==> config.mk <==
export PLATFORM = sky130hd
export DESIGN_NAME = paired_cmd_arbiter
export DESIGN_NICKNAME = d
export VERILOG_FILES = /design/src/rtl/arb_pkg.sv /design/src/rtl/arb_cand_mask.sv /design/src/rtl/arb_age_pick.sv /design/src/rtl/paired_cmd_arbiter.sv
export SDC_FILE = /design/constraint.sdc
export NUM_CORES = 1
export LEC_CHECK = 0
export BUFFER_PORTS_ARGS = -buffer_cell sky130_fd_sc_hd__clkbuf_2
export CAP_MARGIN = 20
export CORE_MARGIN = 2
export CORE_UTILIZATION = 51
export CTS_CLUSTER_SIZE = 40
export DETAILED_ROUTE_END_ITERATION = 12
export PLACE_DENSITY = 0.86
export SLEW_MARGIN = 20
export SYNTH_ARGS = -nofsm -noshare
export SYNTH_HDL_FRONTEND = slang
export SYNTH_SLANG_ARGS = --single-unit
==> constraint.sdc <==
create_clock -name clk -period 0.8 [get_ports clk]
set_clock_uncertainty 0.05 [all_clocks]
set_input_delay 0.08 -clock clk [delete_from_list [all_inputs] [get_ports clk]]
set_output_delay 0.08 -clock clk [all_outputs]
set_load 0.05 [all_outputs]
==> src/rtl/arb_pkg.sv <==
package arb_pkg;

    typedef enum logic [1:0] {
        ROW_NOP = 2'd0,
        ROW_ACT = 2'd1,
        ROW_PRE = 2'd2
    } row_op_e;

    typedef enum logic [1:0] {
        COL_NOP = 2'd0,
        COL_RD  = 2'd1,
        COL_WR  = 2'd2
    } col_op_e;

endpackage

==> src/rtl/arb_cand_mask.sv <==
module arb_cand_mask #(
    parameter int N_ENT = 8
) (
    input  logic             act_ok,
    input  logic             rd_ok,
    input  logic             wr_ok,
    input  logic [N_ENT-1:0] row_rdy,
    input  logic [N_ENT-1:0] row_is_act,
    input  logic [N_ENT-1:0] col_rdy,
    input  logic [N_ENT-1:0] col_is_wr,
    output logic [N_ENT-1:0] row_cand,
    output logic [N_ENT-1:0] col_cand
);

    // Per-entry gating by the timing windows; precharge is never held back.
    for (genvar i = 0; i < N_ENT; i++) begin : g_ent
        assign row_cand[i] = row_rdy[i] && (!row_is_act[i] || act_ok);
        assign col_cand[i] = col_rdy[i] && (col_is_wr[i] ? wr_ok : rd_ok);
    end

endmodule

==> src/rtl/arb_age_pick.sv <==
module arb_age_pick #(
    parameter int N_ENT = 8,
    parameter int AGE_W = 3
) (
    input  logic [N_ENT-1:0]       cand,
    input  logic [N_ENT*AGE_W-1:0] age_flat,
    output logic [N_ENT-1:0]       win_oh,
    output logic                   any
);

    logic [AGE_W-1:0] age_a [N_ENT];

    for (genvar i = 0; i < N_ENT; i++) begin : g_age
        assign age_a[i] = age_flat[i*AGE_W +: AGE_W];
    end

    // Entry i wins when it beats every other live candidate: strictly older,
    // or equally old with a lower index.
    for (genvar i = 0; i < N_ENT; i++) begin : g_win
        logic [N_ENT-1:0] beats;
        always_comb begin
            for (int j = 0; j < N_ENT; j++) begin
                if (j == i) begin
                    beats[j] = 1'b1;
                end else begin
                    beats[j] = !cand[j]
                             || (age_a[i] < age_a[j])
                             || ((age_a[i] == age_a[j]) && (i < j));
                end
            end
        end
        assign win_oh[i] = cand[i] && (&beats);
    end

    assign any = |cand;

endmodule

==> src/rtl/paired_cmd_arbiter.sv <==
module paired_cmd_arbiter
    import arb_pkg::*;
#(
    parameter int N_ENT = 8,
    parameter int AGE_W = 3
) (
    input  logic                   clk,
    input  logic                   rst_n,
    input  logic                   quasi_en,
    input  logic                   act_ok,
    input  logic                   rd_ok,
    input  logic                   wr_ok,
    input  logic [N_ENT-1:0]       row_rdy,
    input  logic [N_ENT-1:0]       row_is_act,
    input  logic [N_ENT-1:0]       col_rdy,
    input  logic [N_ENT-1:0]       col_is_wr,
    input  logic [N_ENT*AGE_W-1:0] age_flat,
    output logic [1:0]             row_cmd,
    output logic [N_ENT-1:0]       row_gnt,
    output logic [1:0]             col_cmd,
    output logic [N_ENT-1:0]       col_gnt,
    output logic                   issue
);

    typedef struct packed {
        row_op_e          row_op;
        logic [N_ENT-1:0] row_gnt;
        col_op_e          col_op;
        logic [N_ENT-1:0] col_gnt;
        logic             issue;
    } slot_s;

    logic [N_ENT-1:0] row_cand, col_cand, row_pool;
    logic [N_ENT-1:0] row_win, col_win;
    logic             row_any, col_any;
    slot_s            slot_d, slot_q;

    arb_cand_mask #(.N_ENT(N_ENT)) mask_i (
        .act_ok     (act_ok),
        .rd_ok      (rd_ok),
        .wr_ok      (wr_ok),
        .row_rdy    (row_rdy),
        .row_is_act (row_is_act),
        .col_rdy    (col_rdy),
        .col_is_wr  (col_is_wr),
        .row_cand   (row_cand),
        .col_cand   (col_cand)
    );

    arb_age_pick #(.N_ENT(N_ENT), .AGE_W(AGE_W)) col_pick_i (
        .cand     (col_cand),
        .age_flat (age_flat),
        .win_oh   (col_win),
        .any      (col_any)
    );

    // The column winner is removed from the row pool so a pair never shares an entry.
    assign row_pool = row_cand & ~col_win;

    arb_age_pick #(.N_ENT(N_ENT), .AGE_W(AGE_W)) row_pick_i (
        .cand     (row_pool),
        .age_flat (age_flat),
        .win_oh   (row_win),
        .any      (row_any)
    );

    always_comb begin
        slot_d.row_op  = ROW_NOP;
        slot_d.row_gnt = '0;
        slot_d.col_op  = COL_NOP;
        slot_d.col_gnt = '0;
        if (col_any) begin
            slot_d.col_op  = (|(col_win & col_is_wr)) ? COL_WR : COL_RD;
            slot_d.col_gnt = col_win;
        end
        if (row_any && (quasi_en || !col_any)) begin
            slot_d.row_op  = (|(row_win & row_is_act)) ? ROW_ACT : ROW_PRE;
            slot_d.row_gnt = row_win;
        end
        slot_d.issue = (slot_d.row_op != ROW_NOP) || (slot_d.col_op != COL_NOP);
    end

    always_ff @(posedge clk or negedge rst_n) begin
        if (!rst_n) begin
            slot_q <= '0;
        end else begin
            slot_q <= slot_d;
        end
    end

    assign row_cmd = slot_q.row_op;
    assign row_gnt = slot_q.row_gnt;
    assign col_cmd = slot_q.col_op;
    assign col_gnt = slot_q.col_gnt;
    assign issue   = slot_q.issue;

    AST_COL_GNT_ONEHOT: assert property (@(posedge clk) disable iff (!rst_n)
        $onehot0(col_gnt));
    AST_ROW_GNT_ONEHOT: assert property (@(posedge clk) disable iff (!rst_n)
        $onehot0(row_gnt));
    AST_NO_SHARED_ENTRY: assert property (@(posedge clk) disable iff (!rst_n)
        (row_gnt & col_gnt) == '0);
    AST_COL_GNT_WAS_CAND: assert property (@(posedge clk) disable iff (!rst_n)
        1'b1 |=> (col_gnt & ~$past(col_cand)) == '0);
    AST_ROW_GNT_WAS_CAND: assert property (@(posedge clk) disable iff (!rst_n)
        1'b1 |=> (row_gnt & ~$past(row_cand)) == '0);
    AST_COL_FIRST: assert property (@(posedge clk) disable iff (!rst_n)
        (|col_cand) |=> col_cmd != 2'd0);
    AST_NORMAL_SINGLE: assert property (@(posedge clk) disable iff (!rst_n)
        !quasi_en |=> (row_cmd == 2'd0) || (col_cmd == 2'd0));

endmodule

==> results of run 1 <==
==> cells in the mapped netlist, types with 11 or more instances <==
cell type                   n  area share [%]
sky130_fd_sc_hd__dfrtp_1   21              14
sky130_fd_sc_hd__ha_1      84              28
sky130_fd_sc_hd__nor2b_1   26             4.3
sky130_fd_sc_hd__nand2b_1  12             2.0
sky130_fd_sc_hd__o21ai_0   39             5.1
sky130_fd_sc_hd__a21oi_1   26             3.4
sky130_fd_sc_hd__nand2_1   27             2.7
sky130_fd_sc_hd__inv_1     50             4.9
sky130_fd_sc_hd__nor2_1    19             1.9
sky130_fd_sc_hd__nand3_1   11             1.4
==> routing by layer <==
layer	GRT overflow	track usage, %
met1	0	64.7
met2	4	88.4
met3	0	48.1
met4	1	70.3
met5	0	14.1
==> repair_timing <==
action,4_1_cts
setup buffers,19
hold endpoints to repair,21
hold buffers,1
endpoints found under the setup margin,42
pin swaps,50
gates cloned,0
resized for setup,124
==> through the flow <==
step / utilization [%] / TNS, ps / std cells / hold slack, ps / area (µm²)
global placement: 80.9 / -35610 / 798 / 0.812 / 5870
floorplan: - / -24950 / 465 / -266 / 4130
detailed placement: 80.9 / -37440 / 798 / 23.3 / 5870
CTS: 92.0 / -32390 / 821 / 84.3 / 6670
==> kinds of logic after synthesis <==
kind of cell	after synthesis	share of synthesized area, %
adder cells (fa/ha/maj)	84	27.5
AO/OA/AOI/OAI	171	32.7
flip-flops	21	13.8
multiplexers	8	2.23
AND/OR/NAND/NOR	131	18.9
buffers and inverters	50	4.91
==> results.yml, run 1 <==
outcome:
  outcome: "did not finish"
  lastStage: "global routing (5_1_grt)"
  error_message: "[ERROR GRT-0116] Global routing finished with congestion. Check the congestion regions in the DRC Viewer."
yosys:
  synth_fp_nets: 611
  synth-seq-area-share_pct: 13.8
  synth_flop_cell: "sky130_fd_sc_hd__dfrtp_1"
  yosysWarningCount: 0
  synth_cell_types: 58
  synth-async-reset-ratio_pct: 100
  synth-seq-cells: 21
  synth_area_um2: 3820
  post_synth_inst_count: 465
  synth-edff-count: 0
  post_synth.cell_area_avg_um2: 8.22
floorplanning:
  row_count: 31
  die_h_um: 90.6
  io-pin-count: 83
  initial_utilization_pct: 52.7
  die_w_um: 90.6
cts:
  tritoncts_buffer_count: 3
  tritoncts_num_sinks: 21
  cts_root_buf: "sky130_fd_sc_hd__clkbuf_8"
  clock_tree.buffer_depth: 2
  ctsHtreeMaxLevel: 1
placed_design:
  dp_slack_ps: -2300
  port-buffer-count: 82
  place.detailed.hpwl_um: 14600
  place_congestion: 1.18
global_route:
  gr-total-overflow: 5
  first_global_vias: 7168
  maximum_number_of_pins_on_one_net_before_global_route_repair: 22
  grt_first_pass_wirelength_um: 41900
  globalRouteTotalUtil_pct: 67.3
==> inputs of run 2 (changes only) <==
Settings changed: CORE_UTILIZATION 51 to 40, CTS_CLUSTER_SIZE 40 to unset, PLACE_DENSITY 0.86 to unset, PLACE_DENSITY_LB_ADDON set to 0.15.
Clock period 0.8 ns to 1.04 ns, I/O delays scaled along.
==> results.yml, run 2 <==
yosys:
  synth-edff-count: 0
  synth-seq-area-share_pct: 13.8
  synth-async-reset-ratio_pct: 100
  post_synth_most_frequent_cells: "sky130_fd_sc_hd__ha_1 (84), sky130_fd_sc_hd__inv_1 (50), sky130_fd_sc_hd__o21ai_0 (39), sky130_fd_sc_hd__nand2_1 (27)"
  post_synth.cell_area_avg_um2: 8.22
  synth_flop_cell: "sky130_fd_sc_hd__dfrtp_1"
  post-synth-top-count-cell: "sky130_fd_sc_hd__ha_1"
  synth_cell_types: 58
  yosys-top-cells-area: "sky130_fd_sc_hd__ha_1 (28%), sky130_fd_sc_hd__dfrtp_1 (14%), sky130_fd_sc_hd__o21ai_0 (5.1%)"
  synth_largest_type_area_fraction_pct: 27.5
  synth_area_um2: 3820
  post_synth_inst_count: 465
  synth-seq-cells: 21
  synthDominantAreaCellType: "sky130_fd_sc_hd__ha_1"
  yosysWarningCount: 0
  synth_fp_nets: 611
routing:
  dr_total_vias: 5119
  wl_um: 18100
  drt.antenna.violating_nets: 0
  drt_drc_violations_left: 0
  avgRoutedWirePerCell_um: 20.3
  route.detailed.vias_per_inst: 5.74
  drtPass1Iterations: 5
  drtIter0Drc: 350
floorplanning:
  fp.dieArea_um2: 10400
  die_h_um: 102
  initial_utilization_pct: 41.4
  die_w_um: 102
  io-pin-count: 83
  fp.coreArea_um2: 9240
  row_count: 35
outcome:
  violated_checks: "setup timing"
  outcome: "finished with violations"
power_and_ir_drop:
  internal_power_mw: 3.40
  switchingPower_mw: 2.64
  vdd.ir_drop.worst_uv: 509
  power_switching_share_pct: 43.7
  sequentialPowerShare_pct: 15.1
  leakage_nw: 3.44
  p_clk_share_pct: 9.2
  pd_cells_nw_per_um2: 821
  comb_power_share_pct: 75.7
worst_setup_path:
  timing.critical_path.cells: "buf_8 > clkinvlp_4 > buf_12 > buf_6 > ha_4 > o21a_1 > o21ai_2 > a2111oi_4 > a21boi_2 > buf_4 > or4_4 > o22ai_4 > and4b_1"
  worstPathMaxFanout: 4
  worstPathArrival_ps: 2830
  worst_path_max_delay_cell: "sky130_fd_sc_hd__or4_4"
  critPathKind: "primary input to flip-flop"
  required_ps: 1150
  worst_setup_path_start_kind: "primary input"
  critical_path.max_stage_delay_ps: 510
  worst-path-buf-inv: 5
  endpoint_kind: "flip-flop"
  critical_path.top_delay_family: "compound AO/OA/AOI/OAI gates"
global_route:
  globalRouteTotalUtil_pct: 33.4
  first_global_vias: 5112
  grt_first_pass_wirelength_um: 26100
  maximum_number_of_pins_on_one_net_before_global_route_repair: 22
  gr-total-overflow: 0
  initial_antenna_violation_count: 0
cts:
  clkSlewWorstSetupHoldPaths_ps: 80
  tritoncts_buffer_count: 3
  cts_root_buf: "sky130_fd_sc_hd__clkbuf_8"
  tritoncts: "done"
  ctsHtreeMaxLevel: 1
  clock_tree.buffer_depth: 2
  tritoncts_num_sinks: 21
min_path:
  hold_path_startpoint: "col_is_wr[0]"
  min_delay_path_depth: 3
  hold-path-endpoint: "col_cmd[1]"
  hold_path.class: "primary input to flip-flop"
layout:
  post_layout_nonfiller_instances: 892
  number_of_nets_in_the_layout: 910
  final_common_cell: "sky130_fd_sc_hd__buf_4"
  synthToLayoutAreaGrowth_pct: 92.7
  filler_cell_count: 602
  most-common-layout-cells: "sky130_fd_sc_hd__buf_4 (188), sky130_fd_sc_hd__clkbuf_2 (50), sky130_fd_sc_hd__ha_1 (48)"
  final_layout_size_suffix_gt1_share_pct: 60.8
  antenna_cells: 0
placed_design:
  port-buffer-count: 82
  dp_slack_ps: -2050
  placed_cells: 834
  place.detailed.hpwl_um: 14200
  place_congestion: 1.01
timing:
  timing.fmax_ghz: 0.367
  final-setup-viol-count: 21
  unrepaired_setup_endpoints_after_global_routing: "yes"
  timing.final.crit_period_ps: 2720
  period_share_pct: 262
  finalMaxSlewViolations: 0
  least_setup_slack_across_all_paths_after_layout_ps: -1680
  finalHoldWorstSlack_ps: 96.7
  worst-slew-pin-transition_ps: 593
  finalHoldViolCount: 0
  slew_headroom_pct: 60.1
run:
  maxCapViolCount: 0
run 2: cell counts after synthesis:
Identical to the previous run, type by type.
run 2: how the worst max path moves through the flow:
stage           startpoint          to  slack, ps  cells after the start
3_3_place_gp   age_flat[2]  row_cmd[1]      -2010                     13
3_5_place_dp   age_flat[8]  row_cmd[1]      -2050                     13
5_1_grt        age_flat[8]  row_cmd[1]      -1740                     14
6_report       age_flat[8]  row_cmd[1]      -1680                     13
4_1_cts        age_flat[8]  row_cmd[1]      -1630                     13
2_1_floorplan  age_flat[8]  row_cmd[1]      -1490                      9
run 2: cells by family (layout without fill, tap and decap cells):
kind of cell / after synthesis / after routing / share of synthesized area [%]
adder cells (fa/ha/maj): 84 / 84 / 27.5
buffers and inverters: 50 / 348 / 4.91
flip-flops: 21 / 21 / 13.8
AND/OR/NAND/NOR: 131 / 131 / 18.9
AO/OA/AOI/OAI: 171 / 171 / 32.7
multiplexers: 8 / 8 / 2.23
run 2: worst min-delay path, stage by stage:
cell and delay, ps:
sky130_fd_sc_hd__clkbuf_2 90, sky130_fd_sc_hd__a221oi_1 70, sky130_fd_sc_hd__nand3_1 100
run 2: per-layer routing:
layer	GRT usage, %	up-vias	routed length (µm)
met5	0	-	0
li1	-	2375	-
met1	41.2	2438	7330
met2	58.4	247	8850
met3	5.38	59	1220
met4	11.7	0	716
run 2: per-stage QoR:
| stage | cell area, µm² | TNS [ps] | power, mW | util, % |
|---|---|---|---|---|
| 4_1_cts | 6560 | -25740 | 5.38 | 71.0 |
| 3_3_place_gp | 5900 | -32060 | 4.31 | 63.9 |
| 2_1_floorplan | 4130 | -20420 | 2.75 | - |
| 3_5_place_dp | 5900 | -32360 | 4.37 | 63.9 |
| 5_1_grt | 7360 | -27390 | 6.38 | 79.7 |
| 6_report | 7360 | -26080 | 6.05 | 79.7 |
run 2: what timing repair did:
item	4_1_cts	5_1_grt
hold endpoints to repair	21	0
setup endpoints to repair	24	34
resized for setup	70	164
buffers inserted	34	24
hold buffers	1	0
cloned	0	0
pin swaps	35	50
run 2: power by group through the flow:
stage                     sequential [mW]  combinational, mW  clock, mW
final                               0.912               4.58      0.558
after global routing                0.920               4.87      0.585
after global placement              0.929               3.38          0
after detailed placement            0.932               3.44          0
after CTS                           0.915               3.90      0.560
after floorplan                      1.22               1.53          0
run 2: area by class of cell:
| cell class | count | area (µm²) | area share, % |
|---|---|---|---|
| Clock buffer | 3 | 41.3 | 0.561 |
| Clock inverter | 1 | 5.00 | 0.0680 |
| Inverter | 50 | 249 | 3.38 |
| Multi-Input combinational cell | 394 | 4140 | 56.2 |
| Sequential cell | 21 | 526 | 7.14 |
| Tap cell | 129 | 161 | 2.19 |
| Timing Repair Buffer | 294 | 2250 | 30.5 |
Note: power is estimated with default switching activity, not from simulation.
